File: src/rtl/ep_resp_pkg.sv
package ep_resp_pkg;

    typedef enum logic [1:0] {
        TOK_OUT   = 2'd0,
        TOK_PING  = 2'd1,
        TOK_IN    = 2'd2,
        TOK_SETUP = 2'd3
    } tok_kind_e;

    typedef enum logic [1:0] {
        EP_CTRL = 2'd0,
        EP_BULK = 2'd1,
        EP_INTR = 2'd2,
        EP_ISO  = 2'd3
    } ep_kind_e;

    typedef enum logic [2:0] {
        RSP_NONE = 3'd0,
        RSP_ACK  = 3'd1,
        RSP_NAK  = 3'd2,
        RSP_NYET = 3'd3,
        RSP_DATA = 3'd4,
        RSP_ZLP  = 3'd5
    } resp_e;

    typedef enum logic [1:0] {
        ST_IDLE     = 2'd0,
        ST_RESPOND  = 2'd1,
        ST_WAIT_ACK = 2'd2,
        ST_ACKED    = 2'd3
    } hs_state_e;

    // A response that puts a packet on the bus and expects a handshake back
    function automatic logic sends_packet(resp_e c);
        return (c == RSP_DATA) || (c == RSP_ZLP);
    endfunction

endpackage

File: src/rtl/ep_resp_decide.sv
module ep_resp_decide
    import ep_resp_pkg::*;
#(
    parameter int LEN_W = 11,
    parameter int CNT_W = 12
) (
    input  tok_kind_e          tok,
    input  ep_kind_e           ep,
    input  logic [LEN_W-1:0]   out_len,
    input  logic [LEN_W-1:0]   max_pkt,
    input  logic [CNT_W-1:0]   fifo_fill,
    input  logic [CNT_W-1:0]   fifo_free,
    input  logic               intr_pend,
    input  logic               zlp_pend,
    output resp_e              code,
    output logic [LEN_W-1:0]   tx_len,
    output logic               commit,
    output logic               out_short,
    output logic               tx_short,
    output logic               status_out,
    output logic               setup_seen
);
    // Arithmetic width wide enough for 2 x max_pkt and any FIFO count
    localparam int AW = ((CNT_W > LEN_W) ? CNT_W : LEN_W) + 2;

    logic [AW-1:0] len_a, free_a, fill_a, mp_a, mp2_a, room_a, tx_a;
    logic          fits, tight, has_data, ping_room;

    assign len_a     = AW'(out_len);
    assign free_a    = AW'(fifo_free);
    assign fill_a    = AW'(fifo_fill);
    assign mp_a      = AW'(max_pkt);
    assign mp2_a     = mp_a << 1;
    assign fits      = (len_a <= free_a);
    assign room_a    = fits ? (free_a - len_a) : '0;
    assign tight     = (room_a < mp2_a);
    assign has_data  = (fill_a != '0);
    assign ping_room = (free_a >= mp_a);
    assign tx_a      = (fill_a > mp_a) ? mp_a : fill_a;

    always_comb begin
        code       = RSP_NONE;
        tx_len     = '0;
        commit     = 1'b0;
        out_short  = 1'b0;
        tx_short   = 1'b0;
        status_out = 1'b0;
        setup_seen = 1'b0;
        unique case (tok)
            TOK_OUT: begin
                if (!fits) begin
                    code = RSP_NAK;
                end else begin
                    commit     = 1'b1;
                    out_short  = (len_a < mp_a);
                    status_out = (ep == EP_CTRL) && (out_len == '0);
                    code       = (has_data && tight) ? RSP_NYET : RSP_ACK;
                end
            end
            TOK_PING: begin
                code = ping_room ? RSP_ACK : RSP_NAK;
            end
            TOK_IN: begin
                if (zlp_pend) begin
                    code     = RSP_ZLP;
                    tx_short = (mp_a != '0);
                end else if ((ep == EP_INTR) && !intr_pend) begin
                    code = RSP_NAK;
                end else if (has_data) begin
                    code     = RSP_DATA;
                    tx_len   = LEN_W'(tx_a);
                    tx_short = (tx_a < mp_a);
                end else begin
                    code = RSP_NAK;
                end
            end
            TOK_SETUP: begin
                code       = RSP_ACK;
                setup_seen = 1'b1;
            end
            default: code = RSP_NONE;
        endcase
    end

endmodule

File: src/rtl/ep_resp_flags.sv
module ep_resp_flags (
    input  logic clk,
    input  logic rst_n,
    input  logic zlp_set,
    input  logic zlp_clr,
    input  logic zlp_hw_clr,
    input  logic cmd_clear,
    input  logic cmd_set,
    output logic zlp_pend,
    output logic cmd_done
);
    // Zero-length request: software set has priority over any clear
    always_ff @(posedge clk or negedge rst_n) begin
        if (!rst_n) begin
            zlp_pend <= 1'b0;
        end else if (zlp_set) begin
            zlp_pend <= 1'b1;
        end else if (zlp_clr || zlp_hw_clr) begin
            zlp_pend <= 1'b0;
        end
    end

    // Command-complete: a new setup clears it, a finished status stage sets it
    always_ff @(posedge clk or negedge rst_n) begin
        if (!rst_n) begin
            cmd_done <= 1'b0;
        end else if (cmd_clear) begin
            cmd_done <= 1'b0;
        end else if (cmd_set) begin
            cmd_done <= 1'b1;
        end
    end

endmodule

File: src/rtl/ep_resp_fsm.sv
module ep_resp_fsm
    import ep_resp_pkg::*;
#(
    parameter int LEN_W    = 11,
    parameter int ACK_WAIT = 8
) (
    input  logic             clk,
    input  logic             rst_n,
    input  logic             tok_valid,
    input  logic             host_ack,
    input  resp_e            dec_code,
    input  logic [LEN_W-1:0] dec_len,
    input  logic             dec_commit,
    input  logic             dec_out_short,
    input  logic             dec_tx_short,
    input  logic             dec_ctrl,
    output logic             tok_take,
    output logic             hs_ack,
    output logic             zlp_done_ctrl,
    output logic             resp_valid,
    output resp_e            resp_code,
    output logic [LEN_W-1:0] tx_len,
    output logic             out_commit,
    output logic             ev_ack,
    output logic             ev_eot
);
    localparam int CW = $clog2(ACK_WAIT + 1);
    localparam logic [CW-1:0] WAIT_LAST = CW'(ACK_WAIT - 1);

    hs_state_e        state, state_nxt;
    resp_e            lat_code;
    logic [LEN_W-1:0] lat_len;
    logic             lat_commit, lat_oshort, lat_tshort, lat_ctrl;
    logic [CW-1:0]    wait_cnt;
    logic             wait_over;

    assign tok_take      = (state == ST_IDLE) && tok_valid;
    assign hs_ack        = (state == ST_WAIT_ACK) && host_ack;
    assign wait_over     = (wait_cnt == WAIT_LAST);
    assign zlp_done_ctrl = hs_ack && lat_ctrl && (lat_code == RSP_ZLP);

    // State register
    always_ff @(posedge clk or negedge rst_n) begin
        if (!rst_n) state <= ST_IDLE;
        else        state <= state_nxt;
    end

    // Transitions
    always_comb begin
        state_nxt = state;
        unique case (state)
            ST_IDLE:     if (tok_valid) state_nxt = ST_RESPOND;
            ST_RESPOND:  state_nxt = sends_packet(lat_code) ? ST_WAIT_ACK : ST_IDLE;
            ST_WAIT_ACK: begin
                if (host_ack)       state_nxt = ST_ACKED;
                else if (wait_over) state_nxt = ST_IDLE;
            end
            ST_ACKED:    state_nxt = ST_IDLE;
            default:     state_nxt = ST_IDLE;
        endcase
    end

    // Decision capture and acknowledge window counter
    always_ff @(posedge clk or negedge rst_n) begin
        if (!rst_n) begin
            lat_code   <= RSP_NONE;
            lat_len    <= '0;
            lat_commit <= 1'b0;
            lat_oshort <= 1'b0;
            lat_tshort <= 1'b0;
            lat_ctrl   <= 1'b0;
            wait_cnt   <= '0;
        end else begin
            if (tok_take) begin
                lat_code   <= dec_code;
                lat_len    <= dec_len;
                lat_commit <= dec_commit;
                lat_oshort <= dec_out_short;
                lat_tshort <= dec_tx_short;
                lat_ctrl   <= dec_ctrl;
            end
            if (state == ST_WAIT_ACK) wait_cnt <= wait_cnt + 1'b1;
            else                      wait_cnt <= '0;
        end
    end

    // Outputs from state
    always_comb begin
        resp_valid = 1'b0;
        resp_code  = RSP_NONE;
        tx_len     = '0;
        out_commit = 1'b0;
        ev_ack     = 1'b0;
        ev_eot     = 1'b0;
        unique case (state)
            ST_RESPOND: begin
                resp_valid = 1'b1;
                resp_code  = lat_code;
                tx_len     = lat_len;
                out_commit = lat_commit;
                ev_eot     = lat_oshort;
            end
            ST_ACKED: begin
                ev_ack = 1'b1;
                ev_eot = lat_tshort;
            end
            ST_IDLE, ST_WAIT_ACK: ;
            default: ;
        endcase
    end

endmodule

File: src/rtl/ep_resp_top.sv
module ep_resp_top
    import ep_resp_pkg::*;
#(
    parameter int LEN_W    = 11,
    parameter int CNT_W    = 12,
    parameter int ACK_WAIT = 8
) (
    input  logic             clk,
    input  logic             rst_n,
    input  logic             tok_valid,
    input  logic [1:0]       tok_kind,
    input  logic [1:0]       ep_kind,
    input  logic [LEN_W-1:0] out_len,
    input  logic [CNT_W-1:0] fifo_fill,
    input  logic [CNT_W-1:0] fifo_free,
    input  logic [LEN_W-1:0] max_pkt,
    input  logic             intr_pend,
    input  logic             zlp_set,
    input  logic             zlp_clr,
    input  logic             host_ack,
    output logic             resp_valid,
    output logic [2:0]       resp_code,
    output logic [LEN_W-1:0] tx_len,
    output logic             out_commit,
    output logic             zlp_pend,
    output logic             cmd_done,
    output logic             ev_ack,
    output logic             ev_eot
);
    resp_e            dec_code, rsp;
    logic [LEN_W-1:0] dec_len;
    logic             dec_commit, dec_oshort, dec_tshort, dec_status, dec_setup;
    logic             tok_take, hs_ack, zlp_done_ctrl;

    ep_resp_decide #(.LEN_W(LEN_W), .CNT_W(CNT_W)) u_decide (
        .tok        (tok_kind_e'(tok_kind)),
        .ep         (ep_kind_e'(ep_kind)),
        .out_len    (out_len),
        .max_pkt    (max_pkt),
        .fifo_fill  (fifo_fill),
        .fifo_free  (fifo_free),
        .intr_pend  (intr_pend),
        .zlp_pend   (zlp_pend),
        .code       (dec_code),
        .tx_len     (dec_len),
        .commit     (dec_commit),
        .out_short  (dec_oshort),
        .tx_short   (dec_tshort),
        .status_out (dec_status),
        .setup_seen (dec_setup)
    );

    ep_resp_fsm #(.LEN_W(LEN_W), .ACK_WAIT(ACK_WAIT)) u_fsm (
        .clk           (clk),
        .rst_n         (rst_n),
        .tok_valid     (tok_valid),
        .host_ack      (host_ack),
        .dec_code      (dec_code),
        .dec_len       (dec_len),
        .dec_commit    (dec_commit),
        .dec_out_short (dec_oshort),
        .dec_tx_short  (dec_tshort),
        .dec_ctrl      (ep_kind == EP_CTRL),
        .tok_take      (tok_take),
        .hs_ack        (hs_ack),
        .zlp_done_ctrl (zlp_done_ctrl),
        .resp_valid    (resp_valid),
        .resp_code     (rsp),
        .tx_len        (tx_len),
        .out_commit    (out_commit),
        .ev_ack        (ev_ack),
        .ev_eot        (ev_eot)
    );

    ep_resp_flags u_flags (
        .clk        (clk),
        .rst_n      (rst_n),
        .zlp_set    (zlp_set),
        .zlp_clr    (zlp_clr),
        .zlp_hw_clr (zlp_done_ctrl),
        .cmd_clear  (tok_take && dec_setup),
        .cmd_set    ((tok_take && dec_status) || zlp_done_ctrl),
        .zlp_pend   (zlp_pend),
        .cmd_done   (cmd_done)
    );

    assign resp_code = rsp;

endmodule

File: config.mk
export PLATFORM = sky130hd
export DESIGN_NAME = ep_resp_top
export DESIGN_NICKNAME = d
export VERILOG_FILES = /design/src/rtl/ep_resp_pkg.sv /design/src/rtl/ep_resp_decide.sv /design/src/rtl/ep_resp_flags.sv /design/src/rtl/ep_resp_fsm.sv /design/src/rtl/ep_resp_top.sv
export SDC_FILE = /design/constraint.sdc
export NUM_CORES = 1
export LEC_CHECK = 0
export CAP_MARGIN = 25
export CORE_MARGIN = 1.5
export CORE_UTILIZATION = 41
export DETAILED_ROUTE_END_ITERATION = 16
export DONT_BUFFER_PORTS = 1
export SETUP_SLACK_MARGIN = 0.3
export SYNTH_ARGS = -nofsm -noshare
export SYNTH_HDL_FRONTEND = slang
export SYNTH_HIERARCHICAL = 1
export SYNTH_SLANG_ARGS = --single-unit
export TNS_END_PERCENT = 30
File: constraint.sdc
create_clock -name clk -period 1.3 [get_ports clk]
set_input_delay 0.195 -clock clk [delete_from_list [all_inputs] [get_ports clk]]
set_output_delay 0.195 -clock clk [all_outputs]
set_load 0.005 [all_outputs]
==> impl_metrics.toml <==
[run_status]
outcome = "complete, but fails checks"
violations = "setup timing"

[setup_path]
reg2reg_depth = 7
worstSetupPathType = "in2reg"
worstSetupEndpointType = "flop"
critPathLaunchType = "input pin"
crit_fanout = 8
slowest_delay_ns = 0.31
crit_required_ns = 1.47
cp.arrival_ns = 3.00
crit_chain = "inv_8, ha_4, nand4b_1, or2_1, a21o_1, a31oi_4, buf_12, buf_4, mux2_4, ha_4, a21oi_1, nor2b_1, o21ai_2, nand4_1, nor2_1, a22o_1, mux2_4"
slowest_stage = "mux2_4"

[timing]
worst_slack_ns = -1.53
fin_skew_ns = 0.00594
setup-violations-final = 35
slew_violations = 0
tightest_slew_ns = 0.429
rsz0062_at_grt = "yes"
finalCritPeriodShare_pct = 218
fmax_mhz = 354
fin_crit_ns = 2.83
hold_viol_final = 0
slew-limit-headroom_pct = 71.4

[layout]
fill_cells = 655
layout-drive-gt1-share_pct = 45.5
fin_nets = 593
antenna_cells = 0
area_growth_pct = 47.1
final_cells = 572
design_area_um2 = 4980
layout.area.seq_um2 = 652
multi_input_area_um2 = 3150
fin_util_pct = 63.5

[cts]
cts_tree = "built"
htree_num_levels = 1
clockBufferDepth = 2
insertion_delay_ns = 0.28
cts_num_sinks = 26
cts_buffers = 3
clk_pin_slew_worst_paths_ns = 0.10
cts_root_buffer = "clkbuf_8"

[route]
firstDrtPassIters = 4
drt-total-wl_mm = 10.9
ant_nets = 0
vias_per_cell = 5.66
drc = 0
post_drt_wl_per_cell_um = 19.0
first_iter_violations = 126
via_count = 3237

[power]
leakagePower_nw = 2.36
powerDensity_nw_per_um2 = 859
ir_worst_vdd_mv = 0.473
power.total_w = 0.00428

[job]
maxCapViolCount = 0

[synth]
yosysWarnings = 6
avgSynthCellArea_um2 = 9.01
syn_area_um2 = 3390
synth_fp_nets = 498
synth_cells = 376

[floorplanning]
core_area_um2 = 7850
die_area_um2 = 8820
die_h_um = 93.9
rows = 32
start_util_pct = 43.2
die_w_um = 93.9
ioPinCount = 77

[hold_path]
min_path_type = "in2reg"
whs_path_depth = 1

[global_routing]
grt_pass1_wl_mm = 17.0
grt_pass1_vias = 3405
globalRouteOverflowTotal = 0
antenna_found_initial = 0
grt_use_total_pct = 24.8
grt_max_degree = 27

[placement]
place.port_buffers = 0
post-place-ws_ns = -1.90
dp_hpwl_mm = 8.22
placed_cell_area_um2 = 4160
placedCellCount = 547
place_congestion = 0.887
sequential cells by signal (all words and copies together), names as in the netlist:
| register | count |
|---|---|
| u_flags/cmd_done | 1 |
| u_flags/zlp_pend | 1 |
| u_fsm/lat_code | 3 |
| u_fsm/lat_commit | 1 |
| u_fsm/lat_ctrl | 1 |
| u_fsm/lat_len | 11 |
| u_fsm/lat_oshort | 1 |
| u_fsm/lat_tshort | 1 |
| u_fsm/state | 2 |
| u_fsm/wait_cnt | 4 |
power by group:
group,internal (W),switching [W]
combinational,0.00138,0.00109
clock,0.000413,0.000279
sequential,0.000980,0.000140
total,0.00277,0.00151
what timing repair did:
action / 4_1_cts / 5_1_grt
gates resized for setup: 71 / 57
pin swaps: 37 / 45
gates cloned: 0 / 0
hold endpoints to repair: 27 / 0
setup buffers: 10 / 8
endpoints found under the setup margin: 45 / 45
hold buffers: 3 / 0
final timing paths:
kind | slack [ns] | startpoint | endpoint
min | 0.04 | host_ack | u_fsm/state[0]
max reg2reg | -0.38 | u_flags/zlp_pend | u_fsm/lat_tshort
max | -1.53 | max_pkt[10] | u_fsm/lat_tshort
min reg2reg | 0.47 | u_fsm/wait_cnt[0] | u_fsm/wait_cnt[0]
min in group asynchronous | 0.36 | rst_n | u_fsm/lat_tshort
max in group asynchronous | 0.77 | rst_n | u_flags/zlp_pend
cell usage in the layout (no fill, tap or decap), types with 4 or more instances in the layout:
cell type / instances
buf_4: 82
and2_4: 13
a21oi_1: 11
and2b_1: 8
and2_1: 7
dfrtp_1: 25
nand4_1: 10
inv_8: 4
nor2_1: 28
a211oi_1: 5
inv_1: 16
inv_2: 4
nand2_1: 8
ha_4: 20
mux2_2: 8
nor2b_1: 6
o21ai_0: 11
a21o_1: 11
mux2_4: 20
xor2_1: 4
ha_1: 44
nor4_1: 5
buf_6: 9
buf_12: 4
area by class of cell:
| type | instances | share of cell area, % |
|---|---|---|
| clock inverter | 1 | 0.603 |
| tap | 102 | 2.56 |
| clock buffer | 3 | 0.829 |
| timing repair buffer | 97 | 16.4 |
| multi-input combinational | 315 | 63.3 |
| sequential | 26 | 13.1 |
| inverter | 28 | 3.24 |
through the flow:
step                      TNS (ns)  hold WS, ns
after floorplan             -15.49       -0.101
after global placement      -18.32       -0.100
after detailed placement    -18.87       -0.100
after CTS                   -15.94       0.0336
after global routing        -17.79       0.0262
final                       -15.48       0.0405
metal layers:
metal  track usage (%)  vias up  part of all wire [%]
met5                 0        -                     0
met4              4.10        0                   1.3
met3              5.74       10                   7.6
met2              43.3       97                    49
met1              31.4     1555                    42
li1                  -     1575                     -
critical path, delay by kind of cell:
family                   cells  cell delay [ns]
adder cells (fa/ha/maj)      2             0.52
AO/OA/AOI/OAI                5             0.73
AND/OR/NAND/NOR              5             0.71
multiplexers                 2             0.56
buffers and inverters        3             0.28
(Power assumes the default switching activity.)
